`src/rtl/pis_pkg.sv`:
```
package pis_pkg;

    typedef enum logic [1:0] {
        ST_OFF  = 2'd0,
        ST_WAIT = 2'd1,
        ST_INIT = 2'd2,
        ST_RUN  = 2'd3
    } seq_state_e;

    typedef struct packed {
        logic filt_rst;
        logic force_zero;
        logic ready;
    } seq_ctl_t;

    function automatic int bits_for(input int n);
        return (n < 2) ? 1 : $clog2(n + 1);
    endfunction

    function automatic seq_ctl_t ctl_of(input seq_state_e s);
        seq_ctl_t c;
        c.filt_rst   = (s == ST_OFF);
        c.force_zero = (s != ST_RUN);
        c.ready      = (s == ST_RUN);
        return c;
    endfunction

endpackage

```
`src/rtl/pis_sync.sv`:
```
module pis_sync #(
    parameter int W = 1
) (
    input  logic         clk,
    input  logic         rst,
    input  logic [W-1:0] d,
    output logic [W-1:0] q
);
    logic [W-1:0] meta;

    always_ff @(posedge clk) begin
        if (rst) begin
            meta <= '0;
            q    <= '0;
        end else begin
            meta <= d;
            q    <= meta;
        end
    end
endmodule

```
`src/rtl/pis_clk_watch.sv`:
```
module pis_clk_watch #(
    parameter int LIMIT = 64
) (
    input  logic clk,
    input  logic rst,
    input  logic lvl,
    output logic present
);
    localparam int W = pis_pkg::bits_for(LIMIT);

    logic         prev;
    logic [W-1:0] idle;

    always_ff @(posedge clk) begin
        if (rst) begin
            prev <= 1'b0;
            idle <= W'(LIMIT);
        end else begin
            prev <= lvl;
            if (lvl != prev)
                idle <= '0;
            else if (idle != W'(LIMIT))
                idle <= idle + 1'b1;
        end
    end

    assign present = (idle != W'(LIMIT));
endmodule

```
`src/rtl/pis_fsm.sv`:
```
module pis_fsm
    import pis_pkg::*;
#(
    parameter int INIT_FRAMES = 4129
) (
    input  logic       clk,
    input  logic       rst,
    input  logic       pdn_ok,
    input  logic       mclk_ok,
    input  logic       fclk_ok,
    input  logic       frame_lvl,
    input  logic       fmt_i2s,
    output seq_state_e state,
    output logic       frame_start
);
    localparam int FR   = (INIT_FRAMES < 1) ? 1 : INIT_FRAMES;
    localparam int CW   = bits_for(FR);
    localparam int LAST = FR - 1;

    logic          frame_prev;
    logic          tick;
    logic          clocks_ok;
    logic [CW-1:0] cnt, cnt_nxt;
    seq_state_e    nxt;

    assign tick      = fmt_i2s ? (frame_prev & ~frame_lvl) : (~frame_prev & frame_lvl);
    assign clocks_ok = mclk_ok & fclk_ok;

    always_comb begin
        nxt     = state;
        cnt_nxt = cnt;
        case (state)
            ST_OFF:  if (pdn_ok) nxt = ST_WAIT;
            ST_WAIT: if (clocks_ok) begin
                         nxt     = ST_INIT;
                         cnt_nxt = '0;
                     end
            ST_INIT: if (!clocks_ok) begin
                         nxt = ST_WAIT;
                     end else if (tick) begin
                         if (cnt == CW'(LAST)) nxt = ST_RUN;
                         else                  cnt_nxt = cnt + 1'b1;
                     end
            ST_RUN:  if (!clocks_ok) nxt = ST_WAIT;
            default: nxt = ST_OFF;
        endcase
        if (!pdn_ok) nxt = ST_OFF;
    end

    always_ff @(posedge clk) begin
        if (rst) begin
            state      <= ST_OFF;
            cnt        <= '0;
            frame_prev <= 1'b0;
        end else begin
            state      <= nxt;
            cnt        <= cnt_nxt;
            frame_prev <= frame_lvl;
        end
    end

    assign frame_start = tick & (state != ST_OFF);
endmodule

```
`src/rtl/pis_zero_gate.sv`:
```
module pis_zero_gate #(
    parameter int DATA_W   = 24,
    parameter int CHANNELS = 2
) (
    input  logic                             force_zero,
    input  logic [CHANNELS-1:0][DATA_W-1:0]  din,
    output logic [CHANNELS-1:0][DATA_W-1:0]  dout
);
    for (genvar c = 0; c < CHANNELS; c++) begin : g_ch
        assign dout[c] = force_zero ? '0 : din[c];
    end
endmodule

```
`src/rtl/pdn_init_seq.sv`:
```
module pdn_init_seq
    import pis_pkg::*;
#(
    parameter int DATA_W      = 24,
    parameter int INIT_FRAMES = 4129,
    parameter int MCLK_LIMIT  = 64,
    parameter int FRAME_LIMIT = 4096
) (
    input  logic              clk,
    input  logic              rst,
    input  logic              pdn_n,
    input  logic              mclk_in,
    input  logic              frame_clk,
    input  logic              fmt_i2s,
    input  logic [DATA_W-1:0] smp_l,
    input  logic [DATA_W-1:0] smp_r,
    output logic              filt_rst,
    output logic              force_zero,
    output logic              ready,
    output logic              frame_start,
    output logic [DATA_W-1:0] out_l,
    output logic [DATA_W-1:0] out_r
);
    localparam int NCLK = 2;

    logic [2:0]              raw_in, sync_q;
    logic [NCLK-1:0]         clk_lvl, clk_ok;
    seq_state_e              state;
    seq_ctl_t                ctl;
    logic [1:0][DATA_W-1:0]  pair_in, pair_out;

    assign raw_in = {pdn_n, frame_clk, mclk_in};

    pis_sync #(.W(3)) u_sync (
        .clk (clk),
        .rst (rst),
        .d   (raw_in),
        .q   (sync_q)
    );

    assign clk_lvl = sync_q[1:0];

    for (genvar g = 0; g < NCLK; g++) begin : g_watch
        localparam int LIM = (g == 0) ? MCLK_LIMIT : FRAME_LIMIT;
        pis_clk_watch #(.LIMIT(LIM)) u_watch (
            .clk     (clk),
            .rst     (rst),
            .lvl     (clk_lvl[g]),
            .present (clk_ok[g])
        );
    end

    pis_fsm #(.INIT_FRAMES(INIT_FRAMES)) u_fsm (
        .clk         (clk),
        .rst         (rst),
        .pdn_ok      (sync_q[2]),
        .mclk_ok     (clk_ok[0]),
        .fclk_ok     (clk_ok[1]),
        .frame_lvl   (sync_q[1]),
        .fmt_i2s     (fmt_i2s),
        .state       (state),
        .frame_start (frame_start)
    );

    assign ctl        = ctl_of(state);
    assign filt_rst   = ctl.filt_rst;
    assign force_zero = ctl.force_zero;
    assign ready      = ctl.ready;

    assign pair_in = {smp_r, smp_l};

    pis_zero_gate #(.DATA_W(DATA_W), .CHANNELS(2)) u_gate (
        .force_zero (force_zero),
        .din        (pair_in),
        .dout       (pair_out)
    );

    assign out_l = pair_out[0];
    assign out_r = pair_out[1];
endmodule

```
`config.mk`:
```
export PLATFORM = sky130hd
export DESIGN_NAME = pdn_init_seq
export DESIGN_NICKNAME = d
export VERILOG_FILES = /design/src/rtl/pis_pkg.sv /design/src/rtl/pis_sync.sv /design/src/rtl/pis_clk_watch.sv /design/src/rtl/pis_fsm.sv /design/src/rtl/pis_zero_gate.sv /design/src/rtl/pdn_init_seq.sv
export SDC_FILE = /design/constraint.sdc
export NUM_CORES = 1
export LEC_CHECK = 0
export BUFFER_PORTS_ARGS = -buffer_cell sky130_fd_sc_hd__buf_2
export CAP_MARGIN = 20
export CORE_MARGIN = 5
export CORE_UTILIZATION = 48
export DETAILED_ROUTE_END_ITERATION = 16
export GPL_ROUTABILITY_DRIVEN = 0
export PLACE_DENSITY = 0.81
export SLEW_MARGIN = 20
export SYNTH_ARGS = -nofsm -noshare
export SYNTH_HDL_FRONTEND = slang
export SYNTH_SLANG_ARGS = --single-unit
export TNS_END_PERCENT = 1
```
`constraint.sdc`:
```
create_clock -name clk -period 3.1 [get_ports clk]
set_clock_uncertainty 0.15 [all_clocks]
set_input_delay 0.775 -clock clk [delete_from_list [all_inputs] [get_ports clk]]
set_output_delay 0.775 -clock clk [all_outputs]
set_load 0.01 [all_outputs]
```
==> impl_metrics.env <==
export IMPL_status="finished clean"
export IMPL_die_w_um=82.5
export IMPL_syn_area_um2=2520
export IMPL_final_cell_mix="buf_2, and2_1, dfxtp_1, nand2_1, nor2_1"
export IMPL_met3_usage=0.0271
export IMPL_cts_made_buffers=5
export IMPL_relSlewSlack=0.654
export IMPL_grt_max_degree=51
export IMPL_ir_drop_v=0.000290
export IMPL_cts_root_buf="clkbuf_8"
export IMPL_fin_crit_sh=0.779
export IMPL_drt_iter0_markers=94
export IMPL_drc=0
export IMPL_nets=474
export IMPL_clkLatencyLatePin_ns=0.30
export IMPL_tns_ns=0
export IMPL_async_reset_ff_frac=0
export IMPL_slew_viol_final=0
export IMPL_hpwlAfterDp_um=4820
export IMPL_critPathKind="reg2out"
export IMPL_grt_total_usage=0.171
export IMPL_critPathCaptureType="primary output"
export IMPL_synth_cell_types=54
export IMPL_pre_cts_ws_ns=0.589
export IMPL_finalCriticalPeriod_ns=2.42
export IMPL_cts_resized=0
export IMPL_setup_violations=0
export IMPL_wl_per_cell_um=12.9
export IMPL_cts_setup_buffers=0
export IMPL_cp_max_fo=50
export IMPL_drive_gt1_frac=0.318
export IMPL_mostFrequentLayoutCell="buf_2"
export IMPL_crit_required_ns=2.17
export IMPL_maxCapViolations=0
export IMPL_hold_path_class="reg2reg"
export IMPL_p_per_area_nw_per_um2=393
export IMPL_finalWorstSetupSlack_ns=0.684
export IMPL_numClockSinks=43
export IMPL_antenna_found_initial=0
export IMPL_die_area_um2=6810
export IMPL_use_met2=0.314
export IMPL_synth_cells=304
export IMPL_synthToLayoutAreaGrowth_pct=28.2
export IMPL_holdBufCountCts=0
export IMPL_routed_wl_um=6190
export IMPL_clk_pin_slew_ns=0.08
export IMPL_coreArea_um2=5110
export IMPL_yosys_warnings=0
export IMPL_worst_slew_pin_slew_ns=0.517
export IMPL_drtAntennaViolNets=0
export IMPL_overflow=0
export IMPL_p_leak_nw=1.49
export IMPL_rsz0062_at_grt="false"
export IMPL_h_tree_depth=2
export IMPL_cp_arrival_ns=1.49
export IMPL_pin_count=106
export IMPL_portBuffers=105
export IMPL_grt_pass1_vias=2159
export IMPL_rows=26
export IMPL_ys_seq_elements=43
export IMPL_firstDrtPassIters=4
export IMPL_start_util=0.494
export IMPL_synth_fp_nets=370
export IMPL_met1_usage=0.196
export IMPL_clockBufferDepth=2
export IMPL_synth_edff_count=0
export IMPL_cts_tree="yes"
export IMPL_synth_flop_cell="dfxtp_1"
export IMPL_num_vias=2464
export IMPL_die_h_um=82.5
export IMPL_grt_busiest_layer="met2"
export IMPL_grt_pass1_wl_um=9200
export IMPL_ys_seq_area_frac=0.341
export IMPL_viasPerCell=5.14
export IMPL_cp_start_kind="register"
export IMPL_diodes=0
export IMPL_r2r_slack_ns=0.74
export IMPL_syn_area_per_cell_um2=8.31
export IMPL_max_freq_ghz=0.414
export IMPL_finalHoldViolCount=0
-- sequential cells by signal (all words and copies together), names as in the netlist --
name                  count
g_watch.u_watch.idle     20
u_fsm.cnt                13
u_sync.meta               3
g_watch.u_watch.prev      2
u_sync.q                  3
u_fsm.state               2
-- area by class of cell --
type	count	area, µm²
Tap cell	70	87.6
Timing Repair Buffer	109	556
Clock buffer	6	82.6
Fill cell	453	1870
Clock inverter	2	38.8
Multi-Input combinational cell	235	1560
Sequential cell	43	861
Inverter	14	52.6
-- cell families after synthesis --
group           after synthesis  share of synthesized area
simple gates                160                      0.364
flops                        43                      0.341
mux                           2                    0.00842
buf+inv                      26                     0.0411
xor+xnor                     16                     0.0555
compound gates               45                      0.131
fa+ha+maj                    12                     0.0595
-- worst max-delay path, stage by stage (launching register included) --
cell	delay [ns]
dfxtp_1	0.39
ha_1	0.16
buf_4	0.30
and2_1	0.20
buf_2	0.13
-- per-layer routing --
metal  part of all wire  up-vias
met5                  0        -
met4              0.015        0
met3              0.090       10
met2               0.49       90
met1               0.40     1098
li1                   -     1266
-- power breakdown --
group	switching, mW	internal, mW	leakage (nW)	total [mW]
registers	0.0148	0.574	0.349	0.588
clock network	0.198	0.265	0.0618	0.463
logic	0.131	0.0910	1.08	0.222
total	0.345	0.929	1.49	1.27
-- path summary, 6_finish.rpt --
| kind | startpoint | to | cells past startpoint |
|---|---|---|---|
| max reg2reg | g_watch[1].u_watch.idle[0]$_SDFFE_PP0N_ | u_fsm.cnt[1]$_SDFFE_PP0P_ | 8 |
| min reg2reg | u_sync.meta[0]$_SDFF_PP0_ | u_sync.q[0]$_SDFF_PP0_ | 1 |
| min | u_sync.meta[0]$_SDFF_PP0_ | u_sync.q[0]$_SDFF_PP0_ | 1 |
| max | u_fsm.state[0]$_SDFFE_PP0P_ | out_l[19] | 4 |
-- through the flow --
step | instance area (µm²) | utilization | hold slack (ns) | cells | power [mW]
after floorplan | 2520 | - | 0.264 | 304 | 0.759
after global placement | 3120 | 0.610 | 0.267 | 471 | 0.812
after detailed placement | 3120 | 0.610 | 0.275 | 471 | 0.821
after CTS | 3240 | 0.634 | 0.294 | 479 | 1.28
after global routing | 3240 | 0.634 | 0.306 | 479 | 1.34
final | 3240 | 0.634 | 0.288 | 479 | 1.27
-- synthesized netlist by cell type (5+ instances only) --
cell       n  area, µm²
nand3_1   13       65.1
ha_1      12        150
a21oi_1    8       40.0
or3_1      8       50.1
nand4_1    9       56.3
dfxtp_1   43        861
o21ai_0   11       55.1
clkbuf_1   9       33.8
nand2_1   22       82.6
xnor2_1    6       52.6
and3_1     5       31.3
nor2_1    20       75.1
and2_1    49        307
xor2_1    10       87.6
inv_1     13       48.8
nor2b_1   10       62.6
(Power assumes the default switching activity.)
